### config.mk
export PLATFORM = sky130hd
export DESIGN_NAME = phy_ctl_seq
export DESIGN_NICKNAME = d
export VERILOG_FILES = /design/src/rtl/phy_seq_pkg.sv /design/src/rtl/phy_ctl_encoder.sv /design/src/rtl/phy_ack_poller.sv /design/src/rtl/phy_step_fsm.sv /design/src/rtl/phy_ctl_seq.sv
export SDC_FILE = /design/constraint.sdc
export NUM_CORES = 1
export LEC_CHECK = 0
export BUFFER_PORTS_ARGS = -buffer_cell sky130_fd_sc_hd__buf_2
export CAP_MARGIN = 0
export CORE_MARGIN = 10
export CORE_UTILIZATION = 40
export CTS_BUF_LIST = sky130_fd_sc_hd__clkbuf_8
export DETAILED_ROUTE_END_ITERATION = 7
export SLEW_MARGIN = 20
export SYNTH_ARGS = -nofsm -noshare
export SYNTH_HDL_FRONTEND = slang
export SYNTH_SLANG_ARGS = --single-unit
export TNS_END_PERCENT = 20
### constraint.sdc
create_clock -name clk -period 5.57 [get_ports clk]
set_input_delay 0.8355 -clock clk [delete_from_list [all_inputs] [get_ports clk]]
set_output_delay 0.8355 -clock clk [all_outputs]
set_load 0.02 [all_outputs]
### src/rtl/phy_seq_pkg.sv
package phy_seq_pkg;

   // strobe slots above the address/data field
   localparam int STB_CAP_ADR = 0;
   localparam int STB_CAP_DAT = 1;
   localparam int STB_WRITE   = 2;
   localparam int STB_READ    = 3;
   localparam int NUM_STB     = 4;

   typedef enum logic [3:0] {
      ST_IDLE,
      ST_ADR_SET,
      ST_ADR_CAP,
      ST_ADR_REL,
      ST_DAT_SET,
      ST_DAT_CAP,
      ST_DAT_REL,
      ST_CMT_GO,
      ST_CMT_REL,
      ST_RD_GO,
      ST_RD_REL
   } step_e;

   // steps that hold until the acknowledge reaches a level
   function automatic logic step_waits(step_e s);
      return (s == ST_ADR_CAP) || (s == ST_ADR_REL) ||
             (s == ST_DAT_CAP) || (s == ST_DAT_REL) ||
             (s == ST_CMT_GO)  || (s == ST_CMT_REL) ||
             (s == ST_RD_GO)   || (s == ST_RD_REL);
   endfunction

   // acknowledge level each waiting step expects
   function automatic logic step_want(step_e s);
      return (s == ST_ADR_CAP) || (s == ST_DAT_CAP) ||
             (s == ST_CMT_GO)  || (s == ST_RD_GO);
   endfunction

endpackage

### src/rtl/phy_ctl_encoder.sv
module phy_ctl_encoder
   import phy_seq_pkg::*;
#(
   parameter int DW = 16
) (
   input  step_e                 step,
   input  logic [DW-1:0]         addr,
   input  logic [DW-1:0]         data,
   output logic [DW+NUM_STB-1:0] word
);

   localparam int CW = DW + NUM_STB;

   logic [DW-1:0]      fld;
   logic [NUM_STB-1:0] stb;

   always_comb begin
      fld = '0;
      stb = '0;
      unique case (step)
         ST_ADR_SET, ST_ADR_REL: fld = addr;
         ST_ADR_CAP: begin
            fld              = addr;
            stb[STB_CAP_ADR] = 1'b1;
         end
         ST_DAT_SET, ST_DAT_REL, ST_CMT_REL: fld = data;
         ST_DAT_CAP: begin
            fld              = data;
            stb[STB_CAP_DAT] = 1'b1;
         end
         ST_CMT_GO: stb[STB_WRITE] = 1'b1;
         ST_RD_GO:  stb[STB_READ]  = 1'b1;
         default: begin
            fld = '0;
            stb = '0;
         end
      endcase
   end

   assign word[CW-1:DW] = stb;
   assign word[DW-1:0]  = fld;

endmodule

### src/rtl/phy_ack_poller.sv
module phy_ack_poller #(
   parameter int MAX_POLLS = 10,
   parameter int POLL_GAP  = 4
) (
   input  logic clk,
   input  logic rst_n,
   input  logic arm,
   input  logic active,
   input  logic ack,
   input  logic want,
   output logic hit,
   output logic expire
);

   localparam int PW = (MAX_POLLS > 1) ? $clog2(MAX_POLLS) : 1;
   localparam logic [PW-1:0] LAST_POLL = PW'(MAX_POLLS - 1);

   logic [PW-1:0] polls;
   logic          gap_zero;
   logic          sample;

   assign sample = active && gap_zero;
   assign hit    = sample && (ack == want);
   assign expire = sample && (ack != want) && (polls == LAST_POLL);

   always_ff @(posedge clk) begin
      if (!rst_n || arm) begin
         polls <= '0;
      end else if (sample && (polls != LAST_POLL)) begin
         polls <= polls + 1'b1;
      end
   end

   generate
      if (POLL_GAP > 1) begin : gen_spaced
         localparam int GW = $clog2(POLL_GAP);
         localparam logic [GW-1:0] GAP_RELOAD = GW'(POLL_GAP - 1);
         logic [GW-1:0] gap;
         always_ff @(posedge clk) begin
            if (!rst_n || arm) begin
               gap <= '0;
            end else if (active) begin
               if (gap == '0) begin
                  gap <= GAP_RELOAD;
               end else begin
                  gap <= gap - 1'b1;
               end
            end
         end
         assign gap_zero = (gap == '0);
      end else begin : gen_every_cycle
         assign gap_zero = 1'b1;
      end
   endgenerate

endmodule

### src/rtl/phy_step_fsm.sv
module phy_step_fsm
   import phy_seq_pkg::*;
#(
   parameter int DW = 16
) (
   input  logic          clk,
   input  logic          rst_n,
   input  logic          req_valid,
   input  logic          req_write,
   input  logic [DW-1:0] req_addr,
   input  logic [DW-1:0] req_wdata,
   input  logic          hit,
   input  logic          expire,
   input  logic [DW-1:0] stat_data,
   output step_e         nxt_step,
   output logic          arm,
   output logic          active,
   output logic          want,
   output logic [DW-1:0] fld_addr,
   output logic [DW-1:0] fld_data,
   output logic          ready,
   output logic          done,
   output logic          err,
   output logic [DW-1:0] rd_data
);

   step_e         state;
   step_e         nxt;
   logic          finish;
   logic          fail;
   logic          accept;
   logic          wr_q;
   logic [DW-1:0] addr_q;
   logic [DW-1:0] data_q;

   assign ready  = (state == ST_IDLE);
   assign accept = ready && req_valid;
   assign active = step_waits(state);
   assign want   = step_want(state);
   assign arm    = (nxt != state) && step_waits(nxt);

   assign nxt_step = nxt;
   assign fld_addr = ready ? req_addr : addr_q;
   assign fld_data = data_q;

   always_comb begin
      nxt    = state;
      finish = 1'b0;
      fail   = 1'b0;
      unique case (state)
         ST_IDLE:    if (req_valid) nxt = ST_ADR_SET;
         ST_ADR_SET: nxt = ST_ADR_CAP;
         ST_ADR_CAP: if (hit) nxt = ST_ADR_REL;
         ST_ADR_REL: if (hit) nxt = wr_q ? ST_DAT_SET : ST_RD_GO;
         ST_DAT_SET: nxt = ST_DAT_CAP;
         ST_DAT_CAP: if (hit) nxt = ST_DAT_REL;
         ST_DAT_REL: if (hit) nxt = ST_CMT_GO;
         ST_CMT_GO:  if (hit) nxt = ST_CMT_REL;
         ST_CMT_REL: if (hit) begin
            nxt    = ST_IDLE;
            finish = 1'b1;
         end
         ST_RD_GO:   if (hit) nxt = ST_RD_REL;
         ST_RD_REL:  if (hit) begin
            nxt    = ST_IDLE;
            finish = 1'b1;
         end
         default:    nxt = ST_IDLE;
      endcase
      if (expire) begin
         nxt    = ST_IDLE;
         finish = 1'b0;
         fail   = 1'b1;
      end
   end

   always_ff @(posedge clk) begin
      if (!rst_n) begin
         state   <= ST_IDLE;
         wr_q    <= 1'b0;
         addr_q  <= '0;
         data_q  <= '0;
         done    <= 1'b0;
         err     <= 1'b0;
         rd_data <= '0;
      end else begin
         state <= nxt;
         done  <= finish || fail;
         if (accept) begin
            wr_q   <= req_write;
            addr_q <= req_addr;
            data_q <= req_wdata;
            err    <= 1'b0;
         end else if (fail) begin
            err <= 1'b1;
         end
         if ((state == ST_RD_GO) && hit) begin
            rd_data <= stat_data;
         end
      end
   end

   AST_DONE_PULSE: assert property (@(posedge clk) disable iff (!rst_n)
      done |=> !done);

   AST_BUSY_AFTER_ACCEPT: assert property (@(posedge clk) disable iff (!rst_n)
      accept |=> !ready);

   AST_ERR_ONLY_ON_FAIL: assert property (@(posedge clk) disable iff (!rst_n)
      $rose(err) |-> done);

endmodule

### src/rtl/phy_ctl_seq.sv
module phy_ctl_seq
   import phy_seq_pkg::*;
#(
   parameter int DW        = 16,
   parameter int MAX_POLLS = 10,
   parameter int POLL_GAP  = 4
) (
   input  logic                 clk,
   input  logic                 rst_n,
   input  logic                 req_valid,
   input  logic                 req_write,
   input  logic [DW-1:0]        req_addr,
   input  logic [DW-1:0]        req_wdata,
   output logic                 req_ready,
   output logic                 done,
   output logic                 err,
   output logic [DW-1:0]        rd_data,
   output logic [DW+NUM_STB-1:0] phy_ctl,
   input  logic [DW:0]          phy_stat
);

   localparam int CW      = DW + NUM_STB;
   localparam int ACK_BIT = DW;

   generate
      if (DW < 1) begin : gen_bad_dw
         $error("phy_ctl_seq: DW must be at least 1");
      end
      if (MAX_POLLS < 1) begin : gen_bad_polls
         $error("phy_ctl_seq: MAX_POLLS must be at least 1");
      end
      if (POLL_GAP < 1) begin : gen_bad_gap
         $error("phy_ctl_seq: POLL_GAP must be at least 1");
      end
   endgenerate

   step_e         nxt_step;
   logic          arm;
   logic          active;
   logic          want;
   logic          hit;
   logic          expire;
   logic [DW-1:0] fld_addr;
   logic [DW-1:0] fld_data;
   logic [CW-1:0] ctl_nxt;
   logic [CW-1:0] ctl_q;

   phy_step_fsm #(.DW(DW)) u_fsm (
      .clk       (clk),
      .rst_n     (rst_n),
      .req_valid (req_valid),
      .req_write (req_write),
      .req_addr  (req_addr),
      .req_wdata (req_wdata),
      .hit       (hit),
      .expire    (expire),
      .stat_data (phy_stat[DW-1:0]),
      .nxt_step  (nxt_step),
      .arm       (arm),
      .active    (active),
      .want      (want),
      .fld_addr  (fld_addr),
      .fld_data  (fld_data),
      .ready     (req_ready),
      .done      (done),
      .err       (err),
      .rd_data   (rd_data)
   );

   phy_ack_poller #(.MAX_POLLS(MAX_POLLS), .POLL_GAP(POLL_GAP)) u_poll (
      .clk    (clk),
      .rst_n  (rst_n),
      .arm    (arm),
      .active (active),
      .ack    (phy_stat[ACK_BIT]),
      .want   (want),
      .hit    (hit),
      .expire (expire)
   );

   phy_ctl_encoder #(.DW(DW)) u_enc (
      .step (nxt_step),
      .addr (fld_addr),
      .data (fld_data),
      .word (ctl_nxt)
   );

   always_ff @(posedge clk) begin
      if (!rst_n) begin
         ctl_q <= '0;
      end else begin
         ctl_q <= ctl_nxt;
      end
   end

   assign phy_ctl = ctl_q;

   AST_ONE_STROBE: assert property (@(posedge clk) disable iff (!rst_n)
      $onehot0(ctl_q[CW-1:DW]));

   AST_IDLE_ZERO: assert property (@(posedge clk) disable iff (!rst_n)
      req_ready |-> (ctl_q == '0));

   AST_ADDR_HELD: assert property (@(posedge clk) disable iff (!rst_n)
      $rose(ctl_q[DW+STB_CAP_ADR]) |-> (ctl_q[DW-1:0] == $past(ctl_q[DW-1:0])));

   AST_ADDR_KEPT: assert property (@(posedge clk) disable iff (!rst_n)
      ($fell(ctl_q[DW+STB_CAP_ADR]) && !done) |-> (ctl_q[DW-1:0] == $past(ctl_q[DW-1:0])));

   AST_DATA_HELD: assert property (@(posedge clk) disable iff (!rst_n)
      $rose(ctl_q[DW+STB_CAP_DAT]) |-> (ctl_q[DW-1:0] == $past(ctl_q[DW-1:0])));

   AST_STROBE_ALONE: assert property (@(posedge clk) disable iff (!rst_n)
      (ctl_q[DW+STB_WRITE] || ctl_q[DW+STB_READ]) |-> (ctl_q[DW-1:0] == '0));

   AST_ZERO_AT_DONE: assert property (@(posedge clk) disable iff (!rst_n)
      done |-> (ctl_q == '0));

endmodule

==> impl_summary.log, run 1 <==
[metrics] Final Wtd Congestion: 0.759
[metrics] via count of the first global-routing pass: 3,793
[metrics] DRC marker count from the first detailed-route iteration: 231
[metrics] area leader, netlist: sky130_fd_sc_hd__dfxtp_1
[metrics] most numerous cell in the Yosys netlist: sky130_fd_sc_hd__nand2_1
[metrics] count of mapped cells out of synthesis: 491
[metrics] post-cts sizing count: 0
[metrics] length of the first detailed-routing pass in iterations: 5
[metrics] total overflow reported by the global router: 0
[metrics] number of slew-limit violations in the final report: 0
[metrics] total of hold buffers inserted after clock tree synthesis: 0
[metrics] count of yosys warnings during synthesis: 0
[metrics] CP max FO: 28
[metrics] worst reg-to-reg setup slack: 2.44 ns
[metrics] setup skew after layout: 0.00997 ns
[metrics] via/cell ratio: 5.44
[metrics] Setup crit start kind: register
[metrics] maximum single-stage delay on the critical path: 0.96 ns
[metrics] count of cell types in the netlist: 64
[metrics] Fillers: 1,089
[metrics] number of enable flip-flop cells after synthesis: 0
[metrics] synthesized net count: 547
[metrics] endpoint kind of the worst setup timing path: register
[metrics] DP Cell Count: 684
[metrics] Routed Antenna Nets: 0
[metrics] count of standard-cell rows: 38
[metrics] RSZ-0062 raised after global routing: no
[metrics] Diodes inserted: 0
[metrics] floorplan die height: 124 µm
[metrics] TritonCTS sink count: 81
[metrics] CTS Buf Count: 9
[metrics] initial antenna violation count: 0
[metrics] post-route non-filler standard cell count: 700
[metrics] clock edge transition at the registers on the reported setup and hold paths: 0.08 ns
[metrics] Post-DP HPWL: 8350 µm
[metrics] number of setup buffers added after CTS: 0
[metrics] # port buffers: 91
[metrics] most used flip-flop cell after synthesis: sky130_fd_sc_hd__dfxtp_1
[metrics] pin count of the biggest net entering global routing: 59
[metrics] mapped cell area: 4370 µm²
[metrics] effective utilization at floorplan: 40.6%
[metrics] slowest library cell on the worst path: sky130_fd_sc_hd__dfxtp_1
[metrics] drc violations: 0
[metrics] total number of H-tree levels: 3
[metrics] total of endpoints with negative setup slack in the final report: 0
[metrics] startpoint of the tightest hold check path: u_fsm.addr_q[2]$_SDFFE_PN0P_
[metrics] worst relative slew slack: 36.1%
[metrics] hold crit path type: reg2reg
[metrics] area of the die: 15,500 µm²
[metrics] crit-path cells: o21ai_1, a311oi_4, o211ai_4, a21oi_2, o211ai_1, nand3_1
[metrics] class of the most critical setup path: reg2reg
[metrics] end point of the most critical hold path: u_fsm.addr_q[2]$_SDFFE_PN0P_
[metrics] critical path arrival: 3.43 ns
[metrics] worst setup path start: u_fsm.state[0]$_SDFF_PN0_
[metrics] TNS Setup: 0 ns
[metrics] Max-cap violations: 0
[metrics] nets: 611
[metrics] total power divided by cell area: 418 nW/µm²
[metrics] commonest cells in the netlist: 88 x sky130_fd_sc_hd__nand2_1, 81 x sky130_fd_sc_hd__dfxtp_1, 34 x sky130_fd_sc_hd__a21boi_0
[metrics] worst flop-to-flop path endpoint: phy_ctl[3]$_SDFF_PN0_
[metrics] fin worst setup slack: 2.44 ns
[metrics] transition at the pin with the smallest max-transition slack: 0.957 ns
[metrics] logic depth of the worst register-to-register path: 6
[metrics] layout cell share with drive strength beyond 1: 24.3%
[metrics] share of the clock period used by the worst path after layout: 56.3%
[metrics] global-route wire length before repair: 19,100 µm
[metrics] per-instance average area after synthesis: 8.89 µm²
[metrics] Final Hold Violating Endpoints: 0
[metrics] status: finished, final reports clean
[metrics] startpoint of the worst register-to-register path: u_fsm.state[0]$_SDFF_PN0_
[metrics] root cell of the clock tree: sky130_fd_sc_hd__clkbuf_8
[metrics] area share of the leading cell type in the synthesized netlist: 37.1%
[metrics] count of boundary I/O pins: 92
[metrics] width of the chip: 124 µm
[metrics] dominant cells by area after synthesis: sky130_fd_sc_hd__dfxtp_1 37%, sky130_fd_sc_hd__mux2i_1 7.6%, sky130_fd_sc_hd__nand2_1 7.6%, sky130_fd_sc_hd__a21boi_0 5.8%, sky130_fd_sc_hd__a2111oi_0 3.2%
[metrics] total global-route track usage: 14.6%
[metrics] worst-skew pair later-pin latency: 0.36 ns
[metrics] Final Total Pwr: 2.09 mW
[metrics] Worst Hold Path Cells: 2
[metrics] core area: 10,700 µm²
[metrics] final critical delay including setup and external delays: 3.13 ns
[metrics] data required time at the worst endpoint: 5.86 ns
[metrics] achievable frequency: 0.319 GHz
[metrics] peak supply drop: 245 µV
[metrics] pre-CTS WS: 2.09 ns
[metrics] sequential cell area fraction in the yosys report: 37.1%
[metrics] sequential cell area: 1620 µm²
[metrics] buffers from clock root to sink, at most: 2
[metrics] area added between synthesis and finish: 14.4%
[metrics] routed wirelength normalized by instance count: 16.4 µm
[metrics] Vias: 3,807
[metrics] total leakage power: 2.10 nW
[metrics] CTS tree: yes
[metrics] total of flip-flops plus latches after synthesis: 81
[metrics] DRT Wirelength: 11,500 µm
[metrics] multi-input logic area: 2480 µm²
[metrics] post-synthesis async set-or-reset flop share: 0%
==> placed cells by master (no fill, tap or decap), drive strengths merged, types with 2 or more instances in the layout <==
cell type / netlist / routed
nor3: 4 / 4
nor2: 6 / 6
nor3b: 3 / 3
and4bb: 2 / 2
nand4: 18 / 18
and2: 4 / 4
a2111oi: 18 / 18
clkbuf: 18 / 10
ha: 3 / 3
o22ai: 3 / 3
mux2i: 35 / 35
o21bai: 2 / 2
inv: 8 / 10
o211ai: 19 / 19
nand2: 88 / 88
nor4: 6 / 6
nor2b: 19 / 19
a21oi: 10 / 10
a21boi: 34 / 34
buf: 26 / 97
clkinvlp: 0 / 2
clkinv: 0 / 2
dfxtp: 81 / 81
xnor2: 3 / 3
nand3b: 2 / 2
nand2b: 3 / 3
nor4b: 4 / 4
nand3: 21 / 21
o21ai: 22 / 22
a211oi: 2 / 2
a22oi: 3 / 3
a21o: 4 / 4
==> stage by stage <==
stage	hold slack [ns]	util, %	area, µm²
2_1_floorplan	0.443	-	4370
3_3_place_gp	0.452	44.7	4800
3_5_place_dp	0.459	44.8	4810
4_1_cts	0.472	46.5	4990
5_1_grt	0.496	46.5	4990
6_report	0.468	46.5	4990
==> per-layer routing <==
layer	share of wire, %	vias to the layer above	global-route usage (%)
li1	-	1917	-
met1	41	1792	17.1
met2	52	87	25.6
met3	5.3	11	3.87
met4	1.2	0	4.04
met5	0	-	0
==> power by group <==
part	leakage [nW]	switching (mW)	total, mW	internal (mW)
combinational	1.35	0.578	0.892	0.314
clock	0.0916	0.224	0.400	0.175
sequential	0.661	0.104	0.798	0.695
total	2.10	0.906	2.09	1.18
==> worst max-delay path by stage <==
stage	slack, ns	cells past startpoint	end
detailed placement	2.09	7	phy_ctl[14]$_SDFF_PN0_
global placement	2.26	7	phy_ctl[12]$_SDFF_PN0_
CTS	2.44	6	phy_ctl[3]$_SDFF_PN0_
floorplan	2.83	8	phy_ctl[2]$_SDFF_PN0_
finish	2.44	6	phy_ctl[3]$_SDFF_PN0_
global route	2.09	6	phy_ctl[9]$_SDFF_PN0_
==> critical path, delay by kind of cell, from the launching register on <==
family / cells / cell delay [ns]
AO/OA/AOI/OAI: 5 / 1.96
flip-flops: 1 / 0.96
AND/OR/NAND/NOR: 1 / 0.13
==> layout make-up <==
cell class                      count  share of cell area [%]
Inverter                            8                   0.601
Tap cell                          140                    3.51
Clock buffer                       10                    2.76
Sequential cell                    81                    32.5
Clock inverter                      6                   0.877
Timing Repair Buffer               97                    10.2
Multi-Input combinational cell    358                    49.6
==> sequential cells by signal, indices dropped and copies added, names as in the netlist <==
signal,count
phy_ctl,20
u_fsm.addr_q,16
u_fsm.fld_data,16
u_poll.gen_spaced.gap,2
u_fsm.rd_data,16
u_fsm.state,4
u_fsm.wr_q,1
u_fsm.err,1
u_fsm.done,1
u_poll.polls,4
==> logic make-up after synthesis <==
family                     synth area share [%]
and+or+nand+nor                            22.9
adders and majority gates                 0.860
buffers and inverters                      6.25
AOI/OAI and AO/OA                          23.6
muxes                                      8.45
xor gates and xnor gates                  0.802
DFF                                        37.1
No activity file was read; power rests on OpenSTA's default activity.
==> run 2: changes to the inputs <==
==> constraint.sdc (replaced) <==
create_clock -name clk -period 2.7 [get_ports clk]
set_input_delay 0.405 -clock clk [delete_from_list [all_inputs] [get_ports clk]]
set_output_delay 0.405 -clock clk [all_outputs]
set_load 0.02 [all_outputs]
==> run 2 against run 1 <==
Utilization is 2.1 points higher. Critical path type unchanged. Flip-flop and latch count unchanged. Via count up 1.4%. First-iteration DRC count decreased by 6.1%. Largest power group unchanged. Die area is the same. Non-clock buffer count grew 23. Sequential power increased by 100%. Critical path depth grew 2. Design area increased by 4.5%. Hold slack worse by 0.19 ns. Largest cell class unchanged. Critical endpoint is now phy_ctl[8]$_SDFF_PN0_.
==> impl_summary.log, run 2 (synthesis gave the netlist of run 1 again) <==
[metrics] CTS Buf Count: 9 (unchanged)
[metrics] internal portion of total power: 2.65 mW (+120%)
[metrics] total of hold buffers inserted after clock tree synthesis: 0 (unchanged)
[metrics] CTS tree: yes
[metrics] total number of H-tree levels: 3 (unchanged)
[metrics] endpoint kind of the worst setup timing path: register
[metrics] crit-path cells: inv_1, ha_1, and4b_1, a311oi_4, o211ai_4, a2111oi_0, o21ai_0, nand3_1
[metrics] peak supply drop: 519 µV (+110%)
[metrics] count of standard-cell rows: 38 (unchanged)
[metrics] Post-DP HPWL: 8630 µm (+3.3%)
[metrics] instance count on the critical path: 8 (+2)
[metrics] maximum single-stage delay on the critical path: 0.47 ns (-0.49 ns)
[metrics] routed wirelength normalized by instance count: 16.3 µm (-1.0%)
[metrics] final critical delay including setup and external delays: 2.55 ns (-0.583 ns)
[metrics] Max-cap violations: 0 (unchanged)
[metrics] effective utilization at floorplan: 40.6% (unchanged)
[metrics] Diodes inserted: 0 (unchanged)
[metrics] Switching Power: 1.94 mW (+110%)
[metrics] critical path buffer and inverter count: 1 (+1)
[metrics] class of the most critical setup path: reg2reg
[metrics] CP max FO: 19 (-32%)
[metrics] buffers from clock root to sink, at most: 2 (unchanged)
[metrics] Fillers: 1,087 (-0.18%)
[metrics] family with the most delay on the worst path: compound AO/OA/AOI/OAI gates
[metrics] # port buffers: 91 (unchanged)
[metrics] share of the clock period used by the worst path after layout: 94.4% (+38 points)
[metrics] total power divided by cell area: 880 nW/µm² (+110%)
[metrics] achievable frequency: 0.392 GHz (+23%)
[metrics] worst-skew pair later-pin latency: 0.36 ns (about the same)
[metrics] total leakage power: 2.24 nW (+6.5%)
[metrics] number of slew-limit violations in the final report: 0 (unchanged)
[metrics] DRC marker count from the first detailed-route iteration: 217 (-6.1%)
[metrics] nets: 634 (+3.8%)
[metrics] area added between synthesis and finish: 19.6%
[metrics] Routed Antenna Nets: 0 (unchanged)
[metrics] RSZ-0062 raised after global routing: no
[metrics] TNS Setup: 0 ns (unchanged)
[metrics] slowest library cell on the worst path: sky130_fd_sc_hd__a2111oi_0
[metrics] data required time at the worst endpoint: 3.01 ns (-2.85 ns)
[metrics] floorplan die height: 124 µm (unchanged)
[metrics] critical path arrival: 2.86 ns (-0.57 ns)
[metrics] top library cells by usage in the layout, fill and taps aside: 91 x sky130_fd_sc_hd__buf_2, 88 x sky130_fd_sc_hd__nand2_1, 80 x sky130_fd_sc_hd__dfxtp_1
[metrics] Worst Hold Path Cells: 3 (+1)
[metrics] DRT Wirelength: 11,800 µm (+2.2%)
[metrics] pin count of the biggest net entering global routing: 37 (-37%)
[metrics] clock group share of total power: 20.6% (+1.5 points)
[metrics] core area: 10,700 µm² (unchanged)
[metrics] combinational fraction of design power: 44.4% (+1.7 points)
[metrics] global-route wire length before repair: 19,100 µm (about the same)
[metrics] worst relative slew slack: 48.7% (+13 points)
[metrics] clock edge transition at the registers on the reported setup and hold paths: 0.09 ns (about the same)
[metrics] share of total power consumed by net switching: 42.3% (-1.0 points)
[metrics] root cell of the clock tree: sky130_fd_sc_hd__clkbuf_8
[metrics] total of endpoints with negative setup slack in the final report: 0 (unchanged)
[metrics] max FFs per register: 20 (unchanged)
[metrics] Final Hold Violating Endpoints: 0 (unchanged)
[metrics] initial antenna violation count: 0 (unchanged)
[metrics] total global-route track usage: 14.8% (+0.14 points)
[metrics] status: finished, final reports clean
[metrics] drc violations: 0 (unchanged)
[metrics] minimum hold slack: 0.283 ns (-0.186 ns)
[metrics] layout cell share with drive strength beyond 1: 27.8% (+3.5 points)
[metrics] TritonCTS sink count: 81 (unchanged)
[metrics] length of the first detailed-routing pass in iterations: 4 (-1)
[metrics] count of boundary I/O pins: 92 (unchanged)
[metrics] setup skew after layout: 0.00717 ns (-0.00280 ns)
[metrics] via/cell ratio: 5.34 (-1.8%)
[metrics] via count of the first global-routing pass: 3,832 (+1.0%)
[metrics] Setup crit start kind: register
[metrics] area of the die: 15,500 µm² (unchanged)
[metrics] width of the chip: 124 µm (unchanged)
[metrics] hold crit path type: in2reg
[metrics] Vias: 3,861 (+1.4%)
[metrics] Final Wtd Congestion: 0.829 (+9.2%)
[metrics] sequential group share of total power: 34.9% (-3.3 points)
[metrics] most common library cell in the layout ignoring fill and taps: sky130_fd_sc_hd__buf_2
[metrics] total overflow reported by the global router: 0 (unchanged)
[metrics] transition at the pin with the smallest max-transition slack: 0.770 ns (-0.187 ns)
[metrics] logic depth of the worst register-to-register path: 8 (+2)
[run 2: metrics by stage]
stage / total power, mW / setup WS [ns] / cell area, µm² / cells / util [%]
after floorplan: 3.05 / 0.386 / 4370 / 491 / -
after global placement: 3.65 / 0.153 / 5000 / 707 / 46.6
after detailed placement: 3.68 / 0.140 / 5000 / 707 / 46.6
after CTS: 4.64 / 0.130 / 5210 / 723 / 48.5
after global routing: 4.91 / 0.00557 / 5220 / 723 / 48.6
final: 4.59 / 0.150 / 5220 / 723 / 48.6
[run 2: power by group through the flow]
stage	Combinational, mW	Sequential (mW)	Clock (mW)
finish	2.04	1.60	0.948
global route	2.24	1.64	1.03
CTS	2.06	1.60	0.975
detailed placement	2.06	1.62	0
global placement	2.03	1.63	0
floorplan	1.36	1.69	0
[run 2: layout make-up]
type                            instances  area [µm²]  share of cell area [%]
Clock buffer                            9         124                    2.37
Timing Repair Buffer                  120         698                    13.4
Inverter                                8        30.0                   0.575
Tap cell                              140         175                    3.35
Multi-Input combinational cell        358        2480                    47.6
Clock inverter                          7        86.3                    1.65
Sequential cell                        81        1620                    31.1
[run 2: layer usage]
layer / share of wire, % / GRT usage [%]
met1: 42 / 16.6
met2: 52 / 26.4
met3: 5.1 / 4.00
met4: 1.7 / 4.66
met5: 0 / 0
[run 2: tightest hold or removal path, stage by stage]
cell and delay, ns:
sky130_fd_sc_hd__buf_2 0.09, sky130_fd_sc_hd__nand2_1 0.04, sky130_fd_sc_hd__a21boi_0 0.06
[run 2: final timing paths]
path	from	endpoint	slack, ns
max	u_poll.gen_spaced.gap[0]$_SDFFE_PP0P_	phy_ctl[8]$_SDFF_PN0_	0.15
min reg2reg	u_fsm.addr_q[11]$_SDFFE_PN0P_	u_fsm.addr_q[11]$_SDFFE_PN0P_	0.46
max reg2reg	u_poll.gen_spaced.gap[0]$_SDFFE_PP0P_	phy_ctl[8]$_SDFF_PN0_	0.15
min	req_wdata[10]	u_fsm.fld_data[10]$_SDFFE_PN0P_	0.28
[run 2: timing repair]
| action | in CTS | in global routing |
|---|---|---|
| endpoints found under the setup margin | 0 | 11 |
| buffers inserted | 0 | 0 |
| resized for setup | 0 | 3 |
==> run 3: changes to the inputs <==
--- a/config.mk
+++ b/config.mk
@@ -11,7 +11,8 @@
 export CORE_UTILIZATION = 40
 export CTS_BUF_LIST = sky130_fd_sc_hd__clkbuf_8
 export DETAILED_ROUTE_END_ITERATION = 7
-export SLEW_MARGIN = 20
+export MAX_ROUTING_LAYER = met4
+export SLEW_MARGIN = 5
 export SYNTH_ARGS = -nofsm -noshare
 export SYNTH_HDL_FRONTEND = slang
 export SYNTH_SLANG_ARGS = --single-unit
==> run 3 against run 2 <==
Count of clock-buffer cells in the layout unchanged. First-iteration DRC count increased by 0.46%. Clock skew increased by 0.00063 ns. Largest cell class unchanged. Largest power group unchanged.
==> impl_summary.log, run 3 (synthesis gave the netlist of run 1 again) <==
[metrics] Max-cap violations: 0 (unchanged)
[metrics] DRC marker count from the first detailed-route iteration: 218 (+0.46%)
[metrics] top library cells by usage in the layout, fill and taps aside: 91 x sky130_fd_sc_hd__buf_2, 88 x sky130_fd_sc_hd__nand2_1, 80 x sky130_fd_sc_hd__dfxtp_1
[metrics] RSZ-0062 raised after global routing: no
[metrics] final critical delay including setup and external delays: 2.52 ns (-0.0272 ns)
[metrics] status: finished, final reports clean
[metrics] met1 layer usage reported by global route: 16.7% (+0.15 points)
[metrics] share of the clock period used by the worst path after layout: 93.4% (-1.0 points)
[metrics] area of the die: 15,500 µm² (unchanged)
[metrics] Final Wtd Congestion: 0.842 (+1.5%)
[metrics] Routed Antenna Nets: 0 (unchanged)
[metrics] post-route non-filler standard cell count: 723 (unchanged)
[metrics] worst setup path start: u_poll.gen_spaced.gap[0]$_SDFFE_PP0P_
[metrics] total leakage power: 2.24 nW (unchanged)
[metrics] CTS tree: yes
[metrics] total of endpoints with negative setup slack in the final report: 0 (unchanged)
[metrics] worst relative slew slack: 49.8% (+1.2 points)
[metrics] via/cell ratio: 5.30 (-0.78%)
[metrics] buffers from clock root to sink, at most: 2 (unchanged)
[metrics] count of boundary I/O pins: 92 (unchanged)
[metrics] total number of H-tree levels: 3 (unchanged)
[metrics] startpoint of the tightest hold check path: req_wdata[10]
[metrics] peak supply drop: 520 µV (+0.29%)
[metrics] most crowded layer after global routing: met2
[metrics] achievable frequency: 0.396 GHz (+1.1%)
[metrics] routed wirelength normalized by instance count: 16.2 µm (-0.10%)
[metrics] clock edge transition at the registers on the reported setup and hold paths: 0.09 ns (about the same)
[metrics] count of standard-cell rows: 38 (unchanged)
[metrics] width of the chip: 124 µm (unchanged)
[metrics] floorplan die height: 124 µm (unchanged)
[metrics] via count of the first global-routing pass: 3,834 (+0.052%)
[metrics] # port buffers: 91 (unchanged)
[metrics] initial antenna violation count: 0 (unchanged)
[metrics] setup skew after layout: 0.00780 ns (+0.000632 ns)
[metrics] Fillers: 1,087 (unchanged)
[metrics] CTS Buf Count: 9 (unchanged)
[metrics] global-route wire length before repair: 19,100 µm (about the same)
[metrics] drc violations: 0 (unchanged)
[metrics] hold crit path type: in2reg
[metrics] minimum hold slack: 0.284 ns (+0.00124 ns)
[metrics] transition at the pin with the smallest max-transition slack: 0.752 ns (-0.0176 ns)
[metrics] TNS Setup: 0 ns (unchanged)
[metrics] critical path buffer and inverter count: 1 (unchanged)
[metrics] family with the most delay on the worst path: compound AO/OA/AOI/OAI gates
[metrics] effective utilization at floorplan: 40.6% (unchanged)
[metrics] nets: 634 (unchanged)
[metrics] CP max FO: 11 (-8)
[metrics] fraction of met2 tracks used by global routing: 26.4% (+0.062 points)
[metrics] Vias: 3,831 (-0.78%)
[metrics] root cell of the clock tree: sky130_fd_sc_hd__clkbuf_8
[metrics] DP Cell Count: 707 (unchanged)
[metrics] Final Hold Violating Endpoints: 0 (unchanged)
[metrics] total of hold buffers inserted after clock tree synthesis: 0 (unchanged)
[metrics] total global-route track usage: 15.2% (+0.40 points)
[metrics] critical path arrival: 2.77 ns (-0.09 ns)
[metrics] class of the most critical setup path: reg2reg
[metrics] endpoint kind of the worst setup timing path: register
[metrics] total overflow reported by the global router: 0 (unchanged)
[metrics] crit-path cells: inv_1, ha_1, and4b_1, a311oi_4, nor4_4, o21bai_1, a2111oi_4, nor3_1
[metrics] worst-skew pair later-pin latency: 0.36 ns (about the same)
[metrics] slowest library cell on the worst path: sky130_fd_sc_hd__a2111oi_4
[metrics] startpoint of the worst register-to-register path: u_poll.gen_spaced.gap[0]$_SDFFE_PP0P_
[metrics] maximum single-stage delay on the critical path: 0.42 ns (-0.05 ns)
[metrics] Setup crit start kind: register
[metrics] Final Total Pwr: 4.59 mW (about the same)
[metrics] layout cell share with drive strength beyond 1: 27.8% (unchanged)
[metrics] core area: 10,700 µm² (unchanged)
[metrics] max FFs per register: 20 (unchanged)
[metrics] total power divided by cell area: 879 nW/µm² (about the same)
[metrics] Diodes inserted: 0 (unchanged)
[metrics] end-of-flow core utilization: 48.6% (unchanged)
[metrics] data required time at the worst endpoint: 2.94 ns (-0.07 ns)
[metrics] global routing met3 resource utilization: 3.62% (-0.38 points)
[metrics] pin count of the biggest net entering global routing: 37 (unchanged)
[metrics] DRT Wirelength: 11,700 µm (-0.10%)
[metrics] TritonCTS sink count: 81 (unchanged)
[metrics] area added between synthesis and finish: 19.6% (unchanged)
[metrics] number of slew-limit violations in the final report: 0 (unchanged)
[metrics] length of the first detailed-routing pass in iterations: 4 (unchanged)
[metrics] Post-DP HPWL: 8630 µm (unchanged)
[metrics] most common library cell in the layout ignoring fill and taps: sky130_fd_sc_hd__buf_2
[run 3: cell counts in the layout (fill, tap and decap cells not counted)]
No cell type changed its count.
[run 3: worst min-delay path, stage by stage]
cell	delay (ns)
sky130_fd_sc_hd__buf_2	0.09
sky130_fd_sc_hd__nand2_1	0.04
sky130_fd_sc_hd__a21boi_0	0.06
[run 3: layer usage]
layer / up-vias / wire (µm)
li1: 1963 / -
met2: 77 / 6100
met1: 1781 / 5040
met4: 0 / 146
met5: - / 0
met3: 10 / 465
[run 3: path summary, 6_finish.rpt]
path                            slack [ns]  cells after the start                              end
worst max-delay path                  0.18                      8     u_poll.polls[0]$_SDFFE_PP0P_
worst min-delay path                  0.28                      3  u_fsm.fld_data[10]$_SDFFE_PN0P_
worst max register to register        0.18                      8     u_poll.polls[0]$_SDFFE_PP0P_
worst min register to register        0.46                      2    u_fsm.addr_q[11]$_SDFFE_PN0P_
[run 3: layout make-up]
type	instances	area, µm²	area share, %
clock buffer	9	124	2.37
clock inverter	7	86.3	1.65
inverter	8	30.0	0.575
multi-input combinational	358	2480	47.6
sequential	81	1620	31.1
tap	140	175	3.35
timing repair buffer	120	698	13.4
[run 3: metrics by stage]
stage	cell area, µm²	setup slack, ns
final	5220	0.177
after global routing	5220	0.00511
after CTS	5210	0.130
after detailed placement	5000	0.140
after global placement	5000	0.153
after floorplan	4370	0.386
[run 3: what timing repair did]
| item | CTS | global route |
|---|---|---|
| endpoints found under the setup margin | 0 | 8 |
| resized for setup | 0 | 3 |
| setup buffers | 0 | 0 |
[run 3: report_power, final]
group / total [mW] / internal [mW] / switching, mW
sequential: 1.60 / 1.43 / 0.169
combinational: 2.04 / 0.768 / 1.27
clock: 0.951 / 0.448 / 0.503
total: 4.59 / 2.65 / 1.94
